==> src/rtl/slice_link_pkg.sv <==
package slice_link_pkg;
  // Offsets of the control bits above the data slice inside a beat
  localparam int CTRL_VALID = 0;
  localparam int CTRL_LAST  = 1;
  localparam int CTRL_W     = 2;

  // Strobes from the control unit to the datapath
  typedef struct packed {
    logic txLoad;    // capture a new payload into the send register
    logic txStep;    // advance to the next slice
    logic txOn;      // a beat is being driven this cycle
    logic txLast;    // the beat being driven is the final one
    logic rxTake;    // write the arriving slice at the current slot
    logic rxFinish;  // arriving beat completes the payload
  } linkStrobe_t;
endpackage

==> src/rtl/slice_link_ctrl.sv <==
module slice_link_ctrl
  import slice_link_pkg::*;
#(
  parameter int BEATS = 12,
  parameter int CNT_W = 4
) (
  input  logic             clk,
  input  logic             rstN,
  input  logic             loadValid,
  input  logic             rxValid,
  input  logic             rxLast,
  output linkStrobe_t      strobe,
  output logic [CNT_W-1:0] rxSlot,
  output logic             txIdle
);
  localparam logic [CNT_W-1:0] FINAL_IDX = CNT_W'(BEATS - 1);

  logic             txActive;
  logic [CNT_W-1:0] txCnt;
  logic [CNT_W-1:0] rxCnt;
  logic             txAtEnd;

  assign txAtEnd = txActive && (txCnt == FINAL_IDX);

  always_comb begin
    strobe          = '0;
    strobe.txLoad   = !txActive && loadValid;
    strobe.txStep   = txActive && !txAtEnd;
    strobe.txOn     = txActive;
    strobe.txLast   = txAtEnd;
    strobe.rxTake   = rxValid;
    strobe.rxFinish = rxValid && rxLast;
  end

  assign rxSlot = rxCnt;
  assign txIdle = !txActive;

  // Sender sequencing
  always_ff @(posedge clk or negedge rstN) begin
    if (!rstN) begin
      txActive <= 1'b0;
      txCnt    <= '0;
    end else if (!txActive) begin
      if (loadValid) begin
        txActive <= 1'b1;
        txCnt    <= '0;
      end
    end else if (txAtEnd) begin
      txActive <= 1'b0;
      txCnt    <= '0;
    end else begin
      txCnt <= txCnt + 1'b1;
    end
  end

  // Receiver slot counting
  always_ff @(posedge clk or negedge rstN) begin
    if (!rstN) begin
      rxCnt <= '0;
    end else if (rxValid && rxLast) begin
      rxCnt <= '0;
    end else if (rxValid) begin
      rxCnt <= rxCnt + 1'b1;
    end
  end

  AST_START_NEEDS_REQ: assert property (@(posedge clk) disable iff (!rstN)
    $rose(txActive) |-> $past(loadValid));
  AST_TX_CNT_RANGE: assert property (@(posedge clk) disable iff (!rstN)
    txActive |-> (txCnt <= FINAL_IDX));
  AST_TX_NO_GAP: assert property (@(posedge clk) disable iff (!rstN)
    (txActive && txCnt != FINAL_IDX) |=> (txActive && txCnt == $past(txCnt) + 1'b1));
  AST_IDLE_AFTER_LAST: assert property (@(posedge clk) disable iff (!rstN)
    txAtEnd |=> txIdle);
  AST_RX_SLOT_RANGE: assert property (@(posedge clk) disable iff (!rstN)
    rxValid |-> (rxCnt <= FINAL_IDX));
  AST_RX_CNT_CLEAR: assert property (@(posedge clk) disable iff (!rstN)
    (rxValid && rxLast) |=> (rxCnt == '0));
endmodule

==> src/rtl/slice_link_path.sv <==
module slice_link_path
  import slice_link_pkg::*;
#(
  parameter int PAYLOAD_W = 256,
  parameter int SLICE_W   = 23,
  parameter int HOP       = 2,
  parameter int BEATS     = 12,
  parameter int CNT_W     = 4
) (
  input  logic                      clk,
  input  logic                      rstN,
  input  linkStrobe_t               strobe,
  input  logic [CNT_W-1:0]          rxSlot,
  input  logic [PAYLOAD_W-1:0]      loadWord,
  output logic [SLICE_W+CTRL_W-1:0] linkBeat,
  output logic                      rxValid,
  output logic                      rxLast,
  output logic                      rxDone,
  output logic [PAYLOAD_W-1:0]      rxWord
);
  localparam int PAD_W  = BEATS * SLICE_W;
  localparam int BEAT_W = SLICE_W + CTRL_W;
  localparam int LAST_W = PAYLOAD_W - (BEATS - 1) * SLICE_W;

  // ---------------- send side ----------------
  logic [PAD_W-1:0] txShift;

  always_ff @(posedge clk or negedge rstN) begin
    if (!rstN) begin
      txShift <= '0;
    end else if (strobe.txLoad) begin
      txShift <= PAD_W'(loadWord);
    end else if (strobe.txStep) begin
      txShift <= txShift >> SLICE_W;
    end
  end

  always_comb begin
    linkBeat = '0;
    if (strobe.txOn) begin
      linkBeat[SLICE_W-1:0]         = txShift[SLICE_W-1:0];
      linkBeat[SLICE_W + CTRL_VALID] = 1'b1;
      linkBeat[SLICE_W + CTRL_LAST]  = strobe.txLast;
    end
  end

  // ---------------- fixed-latency hop ----------------
  logic [BEAT_W-1:0] hopPipe [HOP];

  always_ff @(posedge clk or negedge rstN) begin
    if (!rstN) begin
      for (int i = 0; i < HOP; i++) hopPipe[i] <= '0;
    end else begin
      for (int i = HOP - 1; i > 0; i--) hopPipe[i] <= hopPipe[i-1];
      hopPipe[0] <= linkBeat;
    end
  end

  logic [BEAT_W-1:0] rxBeat;
  assign rxBeat  = hopPipe[HOP-1];
  assign rxValid = rxBeat[SLICE_W + CTRL_VALID];
  assign rxLast  = rxBeat[SLICE_W + CTRL_LAST];

  // ---------------- receive side ----------------
  logic [PAYLOAD_W-1:0] assembly;
  logic [PAYLOAD_W-1:0] nextAsm;

  for (genvar g = 0; g < BEATS; g++) begin : g_slot
    localparam int LO = g * SLICE_W;
    localparam int W  = (PAYLOAD_W - LO < SLICE_W) ? (PAYLOAD_W - LO) : SLICE_W;
    assign nextAsm[LO +: W] = (strobe.rxTake && rxSlot == CNT_W'(g)) ?
                              rxBeat[W-1:0] : assembly[LO +: W];
  end

  always_ff @(posedge clk or negedge rstN) begin
    if (!rstN) begin
      assembly <= '0;
      rxWord   <= '0;
      rxDone   <= 1'b0;
    end else begin
      assembly <= nextAsm;
      rxDone   <= strobe.rxFinish;
      if (strobe.rxFinish) rxWord <= nextAsm;
    end
  end

  if (LAST_W < SLICE_W) begin : g_pad_chk
    AST_PAD_ZERO: assert property (@(posedge clk) disable iff (!rstN)
      strobe.txLast |-> (linkBeat[SLICE_W-1:LAST_W] == '0));
  end

  AST_DONE_ONE_CYCLE: assert property (@(posedge clk) disable iff (!rstN)
    rxDone |=> !rxDone);
  AST_DONE_FROM_LAST: assert property (@(posedge clk) disable iff (!rstN)
    rxDone |-> $past(rxValid && rxLast));
  AST_WORD_HOLD: assert property (@(posedge clk) disable iff (!rstN)
    !rxDone |-> $stable(rxWord));
  AST_BEAT_IS_VALID: assert property (@(posedge clk) disable iff (!rstN)
    strobe.txOn |-> linkBeat[SLICE_W + CTRL_VALID]);
endmodule

==> src/rtl/slice_link.sv <==
module slice_link
  import slice_link_pkg::*;
#(
  parameter int PAYLOAD_W = 256,
  parameter int SLICE_W   = 23,
  parameter int HOP       = 2
) (
  input  logic                 clk,
  input  logic                 rstN,
  input  logic                 loadValid,
  input  logic [PAYLOAD_W-1:0] loadWord,
  output logic                 txIdle,
  output logic [SLICE_W+1:0]   linkBeat,
  output logic                 rxDone,
  output logic [PAYLOAD_W-1:0] rxWord
);
  localparam int BEATS = (PAYLOAD_W + SLICE_W - 1) / SLICE_W;
  localparam int CNT_W = $clog2(BEATS + 1);

  linkStrobe_t      strobe;
  logic [CNT_W-1:0] rxSlot;
  logic             rxValid;
  logic             rxLast;

  slice_link_ctrl #(
    .BEATS (BEATS),
    .CNT_W (CNT_W)
  ) u_ctrl (
    .clk       (clk),
    .rstN      (rstN),
    .loadValid (loadValid),
    .rxValid   (rxValid),
    .rxLast    (rxLast),
    .strobe    (strobe),
    .rxSlot    (rxSlot),
    .txIdle    (txIdle)
  );

  slice_link_path #(
    .PAYLOAD_W (PAYLOAD_W),
    .SLICE_W   (SLICE_W),
    .HOP       (HOP),
    .BEATS     (BEATS),
    .CNT_W     (CNT_W)
  ) u_path (
    .clk      (clk),
    .rstN     (rstN),
    .strobe   (strobe),
    .rxSlot   (rxSlot),
    .loadWord (loadWord),
    .linkBeat (linkBeat),
    .rxValid  (rxValid),
    .rxLast   (rxLast),
    .rxDone   (rxDone),
    .rxWord   (rxWord)
  );
endmodule

==> config.mk <==
export PLATFORM = sky130hd
export DESIGN_NAME = slice_link
export DESIGN_NICKNAME = d
export VERILOG_FILES = /design/src/rtl/slice_link_pkg.sv /design/src/rtl/slice_link_ctrl.sv /design/src/rtl/slice_link_path.sv /design/src/rtl/slice_link.sv
export SDC_FILE = /design/constraint.sdc
export NUM_CORES = 1
export LEC_CHECK = 0
export CAP_MARGIN = 10
export CORE_ASPECT_RATIO = 0.5
export CORE_MARGIN = 4
export CORE_UTILIZATION = 45
export DETAILED_ROUTE_END_ITERATION = 8
export DONT_BUFFER_PORTS = 1
export SKIP_CTS_REPAIR_TIMING = 1
export SLEW_MARGIN = 20
export SYNTH_ARGS = -nofsm -noshare
export SYNTH_HDL_FRONTEND = slang
export SYNTH_SLANG_ARGS = --single-unit
==> constraint.sdc <==
create_clock -name clk -period 3.4 [get_ports clk]
set_input_delay 0.68 -clock clk [delete_from_list [all_inputs] [get_ports clk]]
set_output_delay 0.68 -clock clk [all_outputs]
set_load 0.05 [all_outputs]
Word level (Yosys, flattened, before mapping):

Index checks and enable logic that the tools add are counted.
W data, S select, Z words.

* add/subtract/negate cells: 2
* multipliers: 0
* divide/modulo/power cells: 0
* $lt $le $gt $ge: 0
* equal/unequal tests: 12
* shift-type cells: 0
* mux-type cells: 23
* bitwise logic cells: 0
* reductions and logical operators: 22

Operators with widths (number)
* $mux W276: 2
* $mux W23: 11
* $mux W25: 1
* $eq A4 B4 Y1 const B: 5
* $mux W4: 5
* $eq A4 B3 Y1 const B: 4
* $logic_and A1 B1 Y1: 16
* $add A4 B1 Y4 const B: 2
* $eq A4 B2 Y1 const B: 2
* $reduce_bool A2 Y1: 3
* $eq A4 B1 Y1 const B: 1
* $logic_not A4 Y1: 1
* $mux W1: 3
* $mux W3: 1
* $logic_not A1 Y1: 2

* bits in registers: 848
* bits in latches: 0
* RAM bits: 0
* memory bits (read-only): 0
* input port bits: 259
* output and inout port bits: 283
* logic and storage cells: 68
* memories: 0

Depth between registers and ports, before layout:

* depth in word-level cells: 6
* mapped depth: 7
* gate-level depth less buffers: 5

Cells and area by module:

From an unflattened synthesis, not the netlist that was laid out.

* cell total of the unflattened synthesis: 3232
* area total of the unflattened synthesis: 33294.4 um2

By module, submodules not included
* slice_link_path: times used 1, cells an instance 3186, area an instance 32791.4 um2, sequential area each 20494.7 um2
* slice_link_ctrl: times used 1, cells an instance 46, area an instance 503.0 um2, sequential area each 225.2 um2

Worst setup path after synthesis:

OpenSTA, ideal clock, no wires.

* path kind: flip-flop to output port
* start point: register u_ctrl.txActive
* end point: output port linkBeat[24]
* arrival time: 1559 ps
* data required time: 2720 ps
* setup slack: 1161 ps
* cell stages (with the launch flop): 4
* buffers on the path: 1
* path through: dfrtp_1 buf_2 inv_1 nor2_1

* word-level cells in the longest chain between the ends: 2

RTL lines
* start, declared: RTL line slice_link_ctrl.sv:18 `logic txActive;`
* start signal, assigned: RTL line slice_link_ctrl.sv:41 `txActive <= 1'b0;`
* start signal, assigned: RTL line slice_link_ctrl.sv:45 `txActive <= 1'b1;`
* start signal, assigned: RTL line slice_link_ctrl.sv:49 `txActive <= 1'b0;`
* $logic_and A1 B1 Y1: RTL line slice_link_ctrl.sv:23 `assign txAtEnd = txActive && (txCnt == FINAL_IDX);`
* $mux W25 *: RTL line slice_link_path.sv:40 `if (strobe.txOn) begin`
* end, declared: RTL line slice_link.sv:13 `output logic [SLICE_W+1:0] linkBeat,`

Every way passes the cells marked *; elsewhere a longest branch is shown, timed or not.

Worst setup path after layout:

* start point: register u_ctrl.txActive
* end point: output port linkBeat[9]

* word-level cells in the longest chain between the ends: 1

RTL lines (RTL line)
* $mux W25: slice_link_path.sv:40

No other way between the ends.

==> results.sh <==
export IMPL_synth_seq_cells=828
export IMPL_drc=0
export IMPL_wirelength_mm=76.4
export IMPL_placementRows=69
export IMPL_die_height_um=197
export IMPL_regToRegEndpoint="u_path.rxWord[31]"
export IMPL_first_pass_iters=5
export IMPL_die_w_um=387
export IMPL_drive_gt1_frac=0.291
export IMPL_critical_path_class="reg2out"
export IMPL_crit_path_end_kind="output port"
export IMPL_synth_cells=2219
export IMPL_synthTopCellsByArea="dfrtp_1 (64%), mux2_2 (16%), a221o_1 (6.3%)"
export IMPL_hold_class="in2async"
export IMPL_synth_nets=2483
export IMPL_vias=17416
export IMPL_synth_area_per_cell_sq_um=14.5
export IMPL_clk_latency_ns=0.64
export IMPL_critPathRequiredTime_ns=2.72
export IMPL_p_per_area_nw_per_um2=1030
export IMPL_nets=2423
export IMPL_vias_per_cell=5.45
export IMPL_cts_tree="built"
export IMPL_root_buffer="clkbuf_16"
export IMPL_drtIter0Drc=1016
export IMPL_rr_worst_depth=3
export IMPL_overflow=0
export IMPL_setup_viol=0
export IMPL_synth_seq_area_share=0.643
export IMPL_grt_usage=0.197
export IMPL_grt_max_degree=829
export IMPL_routedWlPerCell_um=23.9
export IMPL_cts_sinks=828
export IMPL_hold_worst_slack_ns=0.0527
export IMPL_top_usage_layer="met2"
export IMPL_timing_rr_start="u_path.rxBeat[23]"
export IMPL_synth_area_sq_um=32200
export IMPL_dieArea_sq_um=76300
export IMPL_h_tree_depth=3
export IMPL_crit_path_start_kind="flip-flop"
export IMPL_fin_crit_sh=0.829
export IMPL_max_freq_ghz=0.355
export IMPL_use_met1=0.253
export IMPL_dp_slack_ns=0.780
export IMPL_slew_violations=0
export IMPL_worstMarginPinSlew_ns=1.36
export IMPL_maxSlewHeadroom=0.0939
export IMPL_fin_ws_ns=0.580
export IMPL_leakagePower_uw=0.0175
export IMPL_synthFlopType="dfrtp_1"
export IMPL_grt_pass1_wl_mm=116
export IMPL_port_buffers=0
export IMPL_worstPathArrival_ns=2.14
export IMPL_outcome="complete, no violations"
export IMPL_clk_pin_slew_ns=0.07
export IMPL_rsz0062_at_grt="no"
export IMPL_met2_usage=0.334
export IMPL_ys_warn_count=0
export IMPL_netlist_area_leader_share=0.643
export IMPL_r2r_slack_ns=0.81
export IMPL_synth_most_common_cell="dfrtp_1"
export IMPL_synth_top_area_cell="dfrtp_1"
export IMPL_fin_crit_ns=2.82
export IMPL_syn_to_final_growth_pct=11.2
export IMPL_io_pins=542
export IMPL_ir_worst_vdd_v=0.000470
export IMPL_antenna_found_initial=26
export IMPL_grt_pass1_vias=17869
export IMPL_synth_cell_types=31
export IMPL_synth_edf_count=0
export IMPL_hold_viol_final=0
export IMPL_drv_cap=0
export IMPL_utilization=0.505
export IMPL_clock_path_buffers=3
export IMPL_start_util=0.454
export IMPL_async_flop_share=1.00
export IMPL_dp_hpwl_mm=49.1
export IMPL_core_sq_um=71000
export IMPL_ant_nets=0
export IMPL_skew_ns=0.0257
export IMPL_use_met3=0.0484
export IMPL_numCtsBuffers=76
export IMPL_cp_max_fo=15
export IMPL_synth_common_cells="dfrtp_1 (828), mux2_2 (457), and2_1 (227)"
export IMPL_gp_congestion=0.754
export IMPL_tns_ns=0
[metrics by stage]
stage / instances / power, uW / instance area (sq um)
2_1_floorplan: 2219 / 25300 / 32200
3_3_place_gp: 3033 / 27500 / 32900
3_5_place_dp: 3033 / 27800 / 32900
4_1_cts: 3172 / 37200 / 35700
5_1_grt: 3193 / 38800 / 35800
6_report: 3197 / 36900 / 35900
[layer usage]
metal | vias to the layer above | wire length [um]
met1 | 9070 | 32100
met4 | 18 | 1580
met2 | 332 | 39100
li1 | 7877 | -
met3 | 119 | 3510
met5 | - | 103
[worst max-delay path by stage]
stage	slack, ns	to	cells past startpoint	start
after floorplan	1.16	linkBeat[24]	3	u_ctrl.txActive
after global placement	0.86	u_path.rxWord[26]	3	u_path.rxBeat[23]
after detailed placement	0.78	u_path.rxWord[31]	3	u_path.rxBeat[23]
after CTS	0.44	linkBeat[9]	2	u_ctrl.txActive
after global routing	0.43	linkBeat[9]	2	u_ctrl.txActive
final	0.58	linkBeat[9]	2	u_ctrl.txActive
[cells in the final DEF (no fill, tap or decap), types with 4 or more instances in the layout]
cell / n
dfrtp_1: 828
mux2_2: 457
and2_1: 226
a221o_1: 203
nand2_1: 142
clkbuf_16: 79
nor2_1: 50
a31oi_1: 47
a22o_1: 25
diode_2: 19
buf_4: 19
clkbuf_8: 16
mux2_1: 13
clkinv_2: 12
buf_12: 12
mux2_4: 11
clkbuf_1: 11
bufinv_16: 11
nand4b_4: 5
ha_1: 5
buf_16: 5
inv_1: 4
nor4bb_4: 4
clkinvlp_4: 4
[state kept, by name, summed over array words and instances, names as in the netlist]
register / count
u_ctrl.rxSlot: 4
u_ctrl.txActive: 1
u_path.rxWord: 256
u_path.assembly: 256
u_path.hopPipe: 25
u_path.rxDone: 1
u_ctrl.txCnt: 4
u_path.rxBeat: 25
u_path.txShift: 256
[critical path: stages (launching register included)]
cell and delay [ns]:
dfrtp_1 0.66, buf_4 0.28, and2_1 0.56
[area by class of cell]
class / count / area, sq um
well taps: 958 / 1200
flip-flops and latches: 828 / 20700
clock buffers: 106 / 2240
fillers: 6118 / 35100
clock inverters: 33 / 495
diodes: 19 / 47.5
multi-input cells: 1211 / 10600
inverters: 5 / 18.8
repair buffers: 37 / 531
[power breakdown]
part / switching [uW] / leakage [uW] / internal [uW]
clock: 3800 / 0.00134 / 5470
combinational: 3790 / 0.00504 / 3780
sequential: 6820 / 0.0111 / 13200
total: 14400 / 0.0175 / 22500
[cells by family after synthesis]
group,after synthesis,share of synthesized area
adder cells (fa/ha/maj),5,0.00194
AO/OA/AOI/OAI,283,0.0804
flip-flops,828,0.643
multiplexers,482,0.170
buffers and inverters,180,0.0310
AND/OR/NAND/NOR,441,0.0745
No activity file was read; power rests on OpenSTA's default activity.
